===== config.mk =====
export PLATFORM = sky130hd
export DESIGN_NAME = audio_irq_agg
export DESIGN_NICKNAME = d
export VERILOG_FILES = /design/src/rtl/audio_irq_agg.sv
export SDC_FILE = /design/constraint.sdc
export NUM_CORES = 1
export LEC_CHECK = 0
export ABC_AREA = 1
export ABC_CLOCK_PERIOD_IN_PS = 2000
export BUFFER_PORTS_ARGS = -buffer_cell sky130_fd_sc_hd__buf_2
export CORE_MARGIN = 8
export CORE_UTILIZATION = 55
export DETAILED_ROUTE_END_ITERATION = 6
export GPL_ROUTABILITY_DRIVEN = 0
export MAX_ROUTING_LAYER = met4
export PLACE_DENSITY = 0.94
export SETUP_SLACK_MARGIN = 0.4
export SLEW_MARGIN = 20
export SYNTH_ARGS = -nofsm -noshare
export SYNTH_HDL_FRONTEND = slang
export SYNTH_SLANG_ARGS = --single-unit

===== constraint.sdc =====
create_clock -name clk -period 2 [get_ports clk]
set_input_delay 0.3 -clock clk [delete_from_list [all_inputs] [get_ports clk]]
set_output_delay 0.3 -clock clk [all_outputs]
set_load 0.01 [all_outputs]

===== src/rtl/audio_irq_agg.sv =====
module audio_irq_agg (
  input  logic        clk,
  input  logic        rst_n,
  input  logic [3:0]  evt_i,
  input  logic        wr_en_i,
  input  logic [2:0]  wr_sel_i,
  input  logic [15:0] wr_data_i,
  input  logic [2:0]  rd_sel_i,
  output logic [15:0] rd_data_o,
  output logic        irq_o,
  output logic [1:0]  clk_en_o,
  output logic [1:0]  port_rst_n_o
);
  localparam logic [15:0] SRC_MASK = 16'h1111;
  localparam logic [2:0]  SEL_STAT = 3'd0;
  localparam logic [2:0]  SEL_ENA  = 3'd1;
  localparam logic [2:0]  SEL_ENB  = 3'd2;
  localparam logic [2:0]  SEL_CKE  = 3'd3;
  localparam logic [2:0]  SEL_SRST = 3'd4;

  function automatic logic [15:0] spread4(input logic [3:0] v);
    return {3'b0, v[3], 3'b0, v[2], 3'b0, v[1], 3'b0, v[0]};
  endfunction

  logic [15:0] stat_q, ena_q, enb_q, srst_q;
  logic [1:0]  cke_q;
  logic        irq_q;

  wire glb_hold = ~srst_q[0];
  wire irq_hold = ~srst_q[4];

  assign port_rst_n_o = {srst_q[12] & srst_q[0], srst_q[8] & srst_q[0]};
  assign clk_en_o     = cke_q;
  assign irq_o        = irq_q;

  wire [3:0]  evt_ok = evt_i & {{2{port_rst_n_o[1]}}, {2{port_rst_n_o[0]}}};
  wire [15:0] evt_v  = spread4(evt_ok);

  wire wr_stat = wr_en_i && (wr_sel_i == SEL_STAT);
  wire wr_ena  = wr_en_i && (wr_sel_i == SEL_ENA);
  wire wr_enb  = wr_en_i && (wr_sel_i == SEL_ENB);
  wire wr_cke  = wr_en_i && (wr_sel_i == SEL_CKE);
  wire wr_srst = wr_en_i && (wr_sel_i == SEL_SRST);

  always_ff @(posedge clk or negedge rst_n) begin
    if (!rst_n)                   stat_q <= '0;
    else if (glb_hold || irq_hold) stat_q <= '0;
    else                          stat_q <= (wr_stat ? (stat_q & wr_data_i) : stat_q) | evt_v;
  end

  always_ff @(posedge clk or negedge rst_n) begin
    if (!rst_n) begin
      ena_q <= '0;
      enb_q <= '0;
      cke_q <= '0;
    end else if (glb_hold) begin
      ena_q <= '0;
      enb_q <= '0;
      cke_q <= '0;
    end else begin
      if (wr_ena) ena_q <= wr_data_i & SRC_MASK;
      if (wr_enb) enb_q <= wr_data_i & SRC_MASK;
      if (wr_cke) cke_q <= {wr_data_i[4], wr_data_i[0]};
    end
  end

  always_ff @(posedge clk or negedge rst_n) begin
    if (!rst_n)       srst_q <= '0;
    else if (wr_srst) srst_q <= wr_data_i & SRC_MASK;
  end

  always_ff @(posedge clk or negedge rst_n) begin
    if (!rst_n)                    irq_q <= 1'b0;
    else if (glb_hold || irq_hold) irq_q <= 1'b0;
    else                           irq_q <= |(stat_q & ena_q & enb_q);
  end

  always_comb begin
    case (rd_sel_i)
      SEL_STAT: rd_data_o = stat_q;
      SEL_ENA:  rd_data_o = ena_q;
      SEL_ENB:  rd_data_o = enb_q;
      SEL_CKE:  rd_data_o = {11'b0, cke_q[1], 3'b0, cke_q[0]};
      SEL_SRST: rd_data_o = srst_q;
      default:  rd_data_o = '0;
    endcase
  end

  AST_NEW_BIT_HAS_SOURCE: assert property (@(posedge clk) disable iff (!rst_n)
    (stat_q & ~$past(stat_q) & ~$past(evt_v)) == 16'h0);
  AST_IRQ_NEEDS_BOTH: assert property (@(posedge clk) disable iff (!rst_n)
    $past((ena_q & enb_q) == 16'h0) |-> !irq_o);
  AST_EVENT_WINS: assert property (@(posedge clk) disable iff (!rst_n)
    ((evt_v != 16'h0) && !glb_hold && !irq_hold) |=> ((stat_q & $past(evt_v)) == $past(evt_v)));
  AST_IRQ_RESET_HOLDS: assert property (@(posedge clk) disable iff (!rst_n)
    irq_hold |=> (stat_q == 16'h0 && !irq_o));
  AST_PORT_RESET_OUT: assert property (@(posedge clk) disable iff (!rst_n)
    glb_hold |-> (port_rst_n_o == 2'b00));
  AST_GLOBAL_HOLDS: assert property (@(posedge clk) disable iff (!rst_n)
    glb_hold |=> (ena_q == 16'h0 && enb_q == 16'h0 && clk_en_o == 2'b00));
endmodule


=== After elaboration in Yosys (flattened, before gate mapping) ===
Index checks and enable logic that the tools add are counted.

* Flip-flop bits (word level): 55
* Output and inout port bits: 21

* Bitwise gates (word level): 9
* Mux-type cells: 10
* Eq/ne operators: 11
* Reductions and logical operators: 9

{| class="wikitable"
|+ Operators by type and width
! operator !! count
|-
| two-way mux 16 bit || 6
|-
| one-hot mux 16 bit (5 select lines) || 1
|-
| bitwise AND 16 bit || 3
|-
| bitwise OR 16 x 13 -> 16 bit || 1
|-
| OR reduction 16 bit || 1
|-
| equality test 3 x 2 -> 1 bit (second input constant) || 4
|-
| equality test 3 x 1 -> 1 bit (second input constant) || 2
|-
| equality test 3 bit (second input constant) || 2
|-
| zero test 3 bit || 2
|-
| inequality test 2 x 1 -> 1 bit (second input constant) || 3
|-
| logical AND 1 bit || 5
|-
| bitwise AND 4 bit || 1
|-
| two-way mux 2 bit || 2
|-
| bitwise AND 1 bit || 2
|-
| inverter 1 bit || 2
|-
| logical OR 1 bit || 1
|-
| two-way mux 1 bit || 1
|}

=== Logic depth before layout (Yosys ltp) ===
Gate-level depths: netlist (run 1).

* Word-level depth: 5
* Mapped depth: 7

=== Worst setup path before layout (run 1) ===
Ideal clock, no wire load.

* Kind: input port to output port
* Start point: input rd_sel_i[2]
* End point: output rd_data_o[10]
* Required time: 1.700 ns
* Arrival: 0.874 ns
* Stages: 4
* Path buffers: 1
* Slack: 0.826 ns
* Path through: inv_1 -> nand2_2 -> buf_4 -> nor2_1

* Cells in the longest elaborated chain, start to end: 2

{| class="wikitable"
|+ Ends and longest elaborated chain
! what !! RTL line !! source
|-
| start, declared || 8 || <nowiki>input logic [2:0] rd_sel_i,</nowiki>
|-
| equality test 3 bit, or another cell as far along || 79 || <nowiki>case (rd_sel_i)</nowiki>
|-
| one-hot mux 16 bit (5 select lines) * || 79 ||
|-
| end, declared || 9 || <nowiki>output logic [15:0] rd_data_o,</nowiki>
|}

Mark *: on every way between the ends. The rest lies on a longest branch, timed or not.

=== Final worst setup path (run 1) ===
* Start point: input rd_sel_i[2]
* End point: output rd_data_o[4]

The elaborated chain is that of the path after synthesis.

==> results of run 1 <==
worst max-delay path by stage:
stage	slack (ns)	endpoint	from
after floorplan	0.83	rd_data_o[10]	rd_sel_i[2]
after global placement	0.49	rd_data_o[12]	rd_sel_i[2]
after detailed placement	0.45	rd_data_o[8]	rd_sel_i[2]
after CTS	0.44	rd_data_o[8]	rd_sel_i[2]
after global routing	0.38	rd_data_o[4]	rd_sel_i[2]
final	0.46	rd_data_o[4]	rd_sel_i[2]
timing repair:
action                                  in CTS  in global routing
hold buffers                                 1                  0
setup buffers                                2                  1
pin swaps                                    0                  6
gates resized for setup                      1                  9
endpoints found under the setup margin       3                  2
endpoints found under the hold margin        8                  0
cloned                                       0                  0
worst max-delay path: cells and delay by family:
kind / cells / cell delay (ns)
simple gates: 4 / 0.49
buf+inv: 4 / 0.45
metal layers:
metal | up-vias | routed length, um | GRT usage (%)
li1 | 798 | - | -
met1 | 723 | 1589 | 18.66
met2 | 67 | 2125 | 28.73
met3 | 7 | 285 | 5.367
met4 | 0 | 67 | 8.314
met5 | - | 0 | -
synth_stat cells, drive strengths merged:
master  instances
a21oi           4
buf             5
dfrtp          31
inv            44
nand2          47
nand3          25
nand4           2
nor2           35
nor3            2
o21ai          26
metrics by stage:
stage | hold WS, ns | util, % | setup WS (ns) | area [um^2]
final | 0.1678 | 70.59 | 0.4607 | 2085
after detailed placement | 0.3590 | 65.04 | 0.4474 | 1921
after CTS | 0.1622 | 68.86 | 0.4432 | 2033
after global placement | 0.3617 | 65.04 | 0.4942 | 1921
after global routing | 0.1430 | 70.59 | 0.3803 | 2085
after floorplan | 0.004409 | - | 0.8259 | 1663
power groups by stage:
stage | Clock [mW] | Sequential [mW] | Combinational, mW
floorplan | 0 | 0.670 | 0.102
global placement | 0 | 0.687 | 0.160
detailed placement | 0 | 0.687 | 0.164
CTS | 0.511 | 0.667 | 0.187
global route | 0.546 | 0.671 | 0.223
finish | 0.505 | 0.669 | 0.199
kinds of logic after synthesis:
group,Yosys count,synth area share [%]
buf+inv,49,12.11
simple gates,111,31.08
compound gates,30,10.16
flops,31,46.65
flip-flops by register name, summed over array words and instances (netlist names):
| register | count |
|---|---|
| irq_o | 1 |
| srst_q | 4 |
| stat_q | 16 |
| enb_q | 4 |
| ena_q | 4 |
| clk_en_o | 2 |
layout make-up:
class / count / area, um^2
clock buffer: 6 / 51.30
clock inverter: 2 / 35.03
fill: 245 / 868.3
inverter: 44 / 168.9
multi-input combinational: 141 / 715.7
sequential: 31 / 777.0
tap: 33 / 41.29
timing repair buffer: 54 / 295.3
==> results.cfg, run 1 <==
[cts]
path_clk_slew_ns = 0.10
htreeDepth = 2
worst_skew_pair.late_latency_ns = 0.33
cts_sinks = 31
clock-root-buffer = clkbuf_4
clock_path_buffers = 2
tritoncts = done
numCtsBuffers = 5

[power_and_ir_drop]
p_sw_share_pct = 26.13
power.share.clock_pct = 36.8
seqPwrFrac_pct = 48.7
intPower_mw = 1.014
leakage_nw = 1.166
comb_power_share_pct = 14.5
power_switching_mw = 0.3587
power.total_mw = 1.373
pwr_density_cell_mw_per_mm2 = 658.7
ir_drop_v = 0.0004797

[synthesis]
yosys.cell_types.count = 21
yosys-top-cells-area = dfrtp_1 47%, inv_1 9.7%, nand2_1 9.7%, nor2_1 7.2%, nand3_1 6.9%
syn_nets = 250
syn_area_mm2 = 0.001663
syn_area_per_cell_um2 = 7.524
ys_ff_latch = 31
synth_top_cell_by_area = dfrtp_1
ys_warn_count = 0
synth_top_area_share_pct = 46.65
synth_seq_area_share_pct = 46.65
syn_inst = 221

[timing]
fin_crit_sh_pct = 76.96
period_minus_slack_ns = 1.539
rsz0062_at_grt = false
slew_viol_final = 0
fin_setup_tns_ns = 0
relSlewSlack_pct = 54.76
finClkSkew_ns = 0.009924
worst_pin_slew_ns = 0.6786
setup_viol = 0
fmax_mhz = 649.7
hold_viol = 0

[global_routing]
grt_max_degree = 32
grt_pass1_wl_um = 6789
grt_usage_pct = 17.41
grt_pass1_vias = 1580
antenna_found_initial = 0
grt-ovfl-total = 0

[worst_setup_path]
cp_common_cell = nand2_1
r2r_cells = 5
r2r_end = stat_q[9]
end_kind = output pin
regToRegStartpoint = srst_q[0]
required_ns = 1.70
slowest_delay_ns = 0.29
rrSetupSlack_ns = 0.80
crit_chain = buf_8 -> clkinvlp_4 -> nor3_4 -> nand2_1 -> nand2_1 -> inv_1 -> nand2_1 -> buf_2
worstPathArrival_ns = 1.24
path_max_fanout = 7
critPathSlowestCell = nor3_4
startpoint_type = primary input
crit_type = in -> out

[drt]
route.vias.total = 1595
wirelength_um = 4067
viasPerCell = 5.129
drtPass1Iterations = 5
drc_errors = 0
drtAntennaViolNets = 0
wl_per_cell_um = 13.08
drtIter0Drc = 121

[cells_and_area]
instances_no_fill = 311
layout_commonest_cell = buf_2
antennaDiodeCount = 0
drive_gt1_share_pct = 29.14
syn_to_final_growth_pct = 25.36
fin_nets = 306
mostFrequentLayoutCells = 48 x buf_2, 43 x nand2_1, 42 x inv_1

[place]
dpl.cell_count = 299
place_hpwl_um = 3027
io_buffers = 49

[min_path]
min_path_cells = 3
hold_path.class = in -> reg
hp-start = wr_data_i[11]
hold_path_end = stat_q[11]

[die]
io_pins = 50
die_area_mm2 = 0.005039
dieWidth_um = 70.99
fp-row-count = 20
die_h_um = 70.99
start_util_pct = 56.31
core_mm2 = 0.002953

[flow_run]
maxCapViolCount = 0

[outcome]
status = completed
(Power assumes the default switching activity.)
==> run 2, diff against run 1 <==
--- a/config.mk
+++ b/config.mk
@@ -5,15 +5,15 @@
 export SDC_FILE = /design/constraint.sdc
 export NUM_CORES = 1
 export LEC_CHECK = 0
-export ABC_AREA = 1
-export ABC_CLOCK_PERIOD_IN_PS = 2000
+export ABC_AREA = 0
+export ABC_CLOCK_PERIOD_IN_PS = 1300
 export BUFFER_PORTS_ARGS = -buffer_cell sky130_fd_sc_hd__buf_2
 export CORE_MARGIN = 8
-export CORE_UTILIZATION = 55
+export CORE_UTILIZATION = 45
 export DETAILED_ROUTE_END_ITERATION = 6
 export GPL_ROUTABILITY_DRIVEN = 0
 export MAX_ROUTING_LAYER = met4
-export PLACE_DENSITY = 0.94
+export PLACE_DENSITY = 0.84
 export SETUP_SLACK_MARGIN = 0.4
 export SLEW_MARGIN = 20
 export SYNTH_ARGS = -nofsm -noshare
==> constraint.sdc (replaced) <==
create_clock -name clk -period 1.3 [get_ports clk]
set_input_delay 0.195 -clock clk [delete_from_list [all_inputs] [get_ports clk]]
set_output_delay 0.195 -clock clk [all_outputs]
set_load 0.01 [all_outputs]
==> run 2 against run 1 <==
  * The flow now finishes with violations (negative hold slack, negative setup slack)
  * Count of clock-buffer cells in the layout unchanged
  * Largest power group unchanged
  * Final cell count down 14%
  * Routed wire length up 56%
  * Non-clock buffer count up 35
  * Core utilization up 11 points
==> results.cfg, run 2 <==
[worst_setup_path]
crit_family = multiplexers
critPathSlowestCell = mux4_2
startpoint_type = flip-flop
r2r_cells = 4
regToRegStartpoint = srst_q[0]
required_ns = 1.11
crit_type = reg -> out
path_max_fanout = 2
r2r_end = srst_q[0]
crit_chain = mux4_2 -> inv_2 -> o21ai_2 -> buf_2
crit_buf_inv = 2
end_kind = output pin
slowest_delay_ns = 0.48
worstPathArrival_ns = 1.45
rrSetupSlack_ns = 0.09

[drt]
wirelength_um = 6346
viasPerCell = 5.910
wl_per_cell_um = 23.77
drtPass1Iterations = 4
drtAntennaViolNets = 0
drtIter0Drc = 180
route.vias.total = 1578
drc_errors = 0

[global_routing]
grt_pass1_vias = 1605
use_met3_pct = 4.852
busiest_layer = met2
use_met1_pct = 22.59
grt_max_degree = 32
grt_pass1_wl_um = 8252
grt-ovfl-total = 0
antenna_found_initial = 1
use_met2_pct = 34.47
grt_usage_pct = 21.03

[power_and_ir_drop]
ir_drop_v = 0.0005491
leakage_nw = 1.358
power.total_mw = 2.371
pwr_density_cell_mw_per_mm2 = 877.6

[place]
io_buffers = 49
place_hpwl_um = 3070
dpl_cell_area_mm2 = 0.001989
dpl.cell_count = 229
pre_cts_ws_ns = -0.05520

[timing]
slew_viol_final = 0
period_minus_slack_ns = 1.645
relSlewSlack_pct = 53.29
setup_viol = 6
finClkSkew_ns = 0.01258
fin_crit_sh_pct = 126.6
worst_slack_ns = -0.3452
rsz0062_at_grt = true
hold_viol = 31
fmax_mhz = 607.8
worst_pin_slew_ns = 0.7006
fin_setup_tns_ns = -1.073
hold_slack_ns = -0.1108

[synthesis]
yosysMostFrequentCell = dfrtp_1
synth_common_cells = 31 x dfrtp_1, 15 x and2_1, 12 x mux2i_1, 12 x nor2b_1, 12 x o211a_1
syn_area_per_cell_um2 = 11.59
ys_ff_latch = 31
async_reset_ff_share_pct = 100.0
yosys_most_used_dff = dfrtp_1
synth_seq_area_share_pct = 50.70
ys_warn_count = 0
yosys-top-cells-area = dfrtp_1 51%, mux2i_1 7.8%, o211a_1 7.8%, and2_1 6.1%, nor2b_1 4.9%
synth_top_area_share_pct = 50.70
syn_area_mm2 = 0.001530
syn_inst = 132
synth_edf_count = 0
synth_top_cell_by_area = dfrtp_1
yosys.cell_types.count = 28
syn_nets = 161

[cts]
path_clk_slew_ns = 0.10
worst_skew_pair.late_latency_ns = 0.34
clock_path_buffers = 2
clock-root-buffer = clkbuf_4
numCtsBuffers = 5
cts_sinks = 31
htreeDepth = 2
tritoncts = done

[cells_and_area]
syn_to_final_growth_pct = 76.53
nFillCells = 175
final_area_mm2 = 0.002701
largest_register_ffs = 16
instances_no_fill = 267
finish.utilization_pct = 81.59
fin_nets = 250
mostFrequentLayoutCells = 39 x buf_6, 29 x dfrtp_1, 29 x buf_2
top_register = stat_q
layout_commonest_cell = buf_6
drive_gt1_share_pct = 71.82

[die]
die_area_mm2 = 0.005523
fp-row-count = 21
io_pins = 50
dieWidth_um = 74.32
core_mm2 = 0.003311
die_h_um = 74.32
start_util_pct = 46.22

[outcome]
violations = negative hold slack, negative setup slack
status = complete, but fails checks

[flow_run]
maxCapViolCount = 0

[min_path]
hold_path.class = in -> async
## run 2: changes by cell type after synthesis, sizes merged, moves of 3 or more
cell    change
inv        -43
nand2      -42
nor2       -35
nand3      -23
o21ai      -21
and2       +15
mux2i      +12
nor2b      +12
o211a      +12
clkbuf      +7
mux2        +5
a22oi       +3
and4bb      +3
buf         -3
## run 2: power by group
part | total, mW | internal, mW | switching [mW]
Combinational | 0.766 | 0.437 | 0.329
Sequential | 1.08 | 1.01 | 0.0666
Clock | 0.529 | 0.192 | 0.337
Total | 2.37 | 1.64 | 0.732
## run 2: worst max path at each step
stage | start | endpoint | slack [ns] | cells past startpoint
2_1_floorplan | wr_sel_i[2] | stat_q[10] | 0.02 | 4
6_report | clk_en_o[0] | rd_data_o[0] | -0.35 | 4
5_1_grt | enb_q[0] | rd_data_o[0] | -0.39 | 4
3_3_place_gp | wr_sel_i[2] | stat_q[8] | -0.02 | 4
3_5_place_dp | wr_sel_i[2] | enb_q[0] | -0.06 | 5
4_1_cts | clk_en_o[0] | rd_data_o[0] | -0.32 | 4
## run 2: cells by family (layout without fill, tap and decap cells)
kind of cell	Yosys count	in the layout	synth area share, %
mux	18	18	13.00
flops	31	31	50.69
compound gates	30	30	14.96
other cells	0	1	0
buf+inv	10	96	3.025
simple gates	43	45	18.32
## run 2: area by class of cell
type,instances,area [um^2],share of cell area [%]
antenna,1,2.502,0.09264
clock buffer,6,41.29,1.528
timing repair buffer,89,782.0,28.95
tap,46,57.56,2.131
multi-input combinational,93,1036,38.35
inverter,1,3.754,0.1390
sequential,31,778.2,28.81
## run 2: timing repair
item / CTS / global route
pin swaps: 16 / 25
endpoints found under the hold margin: 31 / 31
setup buffers: 15 / 13
cloned: 3 / 0
resized for setup: 68 / 29
setup endpoints to repair: 52 / 49
## run 2: metal layers
layer  share of wire [%]  vias to the layer above
met2                  53                       83
met4                 5.4                        0
met5                   0                        -
met1                  36                      805
li1                    -                      661
met3                 5.5                       29
==> run 3, diff against run 2 <==
--- a/config.mk
+++ b/config.mk
@@ -12,6 +12,7 @@
 export CORE_UTILIZATION = 45
 export DETAILED_ROUTE_END_ITERATION = 6
 export GPL_ROUTABILITY_DRIVEN = 0
+export GPL_TIMING_DRIVEN = 0
 export MAX_ROUTING_LAYER = met4
 export PLACE_DENSITY = 0.84
 export SETUP_SLACK_MARGIN = 0.4
==> run 3 against run 2 <==
  * The run still ends with negative hold slack, negative setup slack left
  * Core utilization fell by 1.9 points
  * Count of clock-buffer cells in the layout rose by 1
  * Sequential share of layout area rose by 0.59 points
  * Critical endpoint unchanged
==> results.cfg, run 3 (synthesis results as in run 2) <==
[outcome]
status = complete, but fails checks
violations = negative hold slack, negative setup slack

[global_routing]
grt_pass1_wl_um = 7790
antenna_found_initial = 0
grt_max_degree = 32
grt_pass1_vias = 1531
grt_usage_pct = 19.64
grt-ovfl-total = 0

[power_and_ir_drop]
p_sw_share_pct = 29.78
power_switching_mw = 0.6762
seqPwrFrac_pct = 46.4
intPower_mw = 1.594
power.share.clock_pct = 23.9
comb_power_share_pct = 29.7
ir_drop_v = 0.0007254
pwr_density_cell_mw_per_mm2 = 860.4
leakage_nw = 1.377
power.total_mw = 2.270

[drt]
drtPass1Iterations = 4
viasPerCell = 5.647
route.vias.total = 1536
drc_errors = 0
wl_per_cell_um = 21.20
drtIter0Drc = 140
drtAntennaViolNets = 0
wirelength_um = 5766

[die]
io_pins = 50
core_mm2 = 0.003311
die_h_um = 74.32
dieWidth_um = 74.32
fp-row-count = 21
die_area_mm2 = 0.005523
start_util_pct = 46.22

[timing]
worst_slack_ns = -0.3383
worst_pin_slew_ns = 0.7116
hold_slack_ns = -0.1054
hold_viol = 31
slew_viol_final = 0
fin_crit_sh_pct = 126.0
setup_viol = 6
relSlewSlack_pct = 52.56
rsz0062_at_grt = true
period_minus_slack_ns = 1.638
fmax_mhz = 610.4
finClkSkew_ns = 0.008047

[min_path]
hold_path.class = in -> async

[place]
place_hpwl_um = 2963
pre_cts_ws_ns = -0.1687
io_buffers = 47

[worst_setup_path]
crit_type = reg -> out
startpoint_type = flip-flop
worstPathArrival_ns = 1.44
required_ns = 1.11
end_kind = output pin
path_max_fanout = 3

[cts]
numCtsBuffers = 5
clock_path_buffers = 2
tritoncts = done
htreeDepth = 2
worst_skew_pair.late_latency_ns = 0.34
path_clk_slew_ns = 0.10
clock-root-buffer = clkbuf_4
cts_sinks = 31

[cells_and_area]
syn_to_final_growth_pct = 72.44
drive_gt1_share_pct = 64.60
mostFrequentLayoutCells = 31 x buf_6, 31 x dfrtp_1, 30 x buf_2
largest_register_ffs = 16
antennaDiodeCount = 0
top_register = stat_q
fin_nets = 254

[flow_run]
maxCapViolCount = 0
==> run 3: cell count changes in the layout (fill, tap and decap cells not counted), moves of 2 or more <==
cell | before | now
clkbuf_8 | 0 | 4
mux2i_2 | 2 | 0
nor2b_4 | 9 | 2
dfrtp_2 | 2 | 0
nor2b_1 | 3 | 10
dfrtp_1 | 29 | 31
buf_8 | 1 | 4
clkbuf_16 | 0 | 2
and2_4 | 16 | 14
mux2i_1 | 9 | 12
and4bb_1 | 0 | 2
buf_6 | 39 | 31
buf_4 | 18 | 24
==> run 3: path summary, 6_finish.rpt <==
| path | from | to | slack, ns | cells past startpoint |
|---|---|---|---|---|
| worst max-delay path | stat_q[0] | rd_data_o[0] | -0.34 | 4 |
| worst min-delay path | rst_n | stat_q[4] | -0.11 | 1 |
| worst max register to register | stat_q[12] | irq_o | 0.12 | 5 |
| worst min register to register | stat_q[9] | stat_q[9] | 0.55 | 1 |
| max in group asynchronous | rst_n | ena_q[8] | 0.93 | 1 |
| min in group clk | wr_data_i[3] | stat_q[3] | 0.10 | 2 |
==> run 3: what timing repair did <==
item	CTS	global route
setup buffers	23	13
setup endpoints to repair	47	44
gates cloned	3	0
resized for setup	49	22
pin swaps	17	10
endpoints found under the hold margin	31	31
==> run 3: critical path: stages, from the launching register on <==
cell and delay (ns):
dfrtp_1 0.40, mux4_2 0.46, inv_2 0.07, o21ai_2 0.04
buf_2 0.13
==> run 3: layout make-up <==
cell class                      instances  area, um^2
Timing Repair Buffer                   86       706.9
Clock inverter                          1       5.005
Inverter                                1       3.754
Sequential cell                        31       775.7
Fill cell                             175       671.9
Clock buffer                            7       45.04
Tap cell                               46       57.56
Buffer                                  9       137.6
Multi-Input combinational cell         91       907.1
==> run 3: power by group through the flow <==
stage | Clock [mW] | Combinational [mW] | Sequential (mW)
after floorplan | 0 | 0.233 | 1.06
after global placement | 0 | 0.355 | 1.07
after detailed placement | 0 | 0.369 | 1.07
after CTS | 0.537 | 0.568 | 1.05
after global routing | 0.596 | 0.701 | 1.06
final | 0.542 | 0.674 | 1.05
==> run 3: metal layers <==
layer  GRT usage, %  up-vias  share of wire, %
met1          21.35      784                38
met3          4.178       20               5.7
met2          33.30       68                53
met4          9.565        0               3.7
li1               -      664                 -
met5              -        -                 0
==> run 3: per-stage QoR <==
step	util (%)	hold WS (ns)	TNS (ns)	cell area [um^2]	cells
floorplan	-	-0.1006	0	1713	132
global placement	60.58	0.2491	-1.369	2006	225
detailed placement	60.58	0.2757	-1.728	2006	225
CTS	74.19	-0.09302	-0.8367	2456	259
global route	79.71	-0.06414	-1.239	2639	272
finish	79.71	-0.1054	-0.9349	2639	272
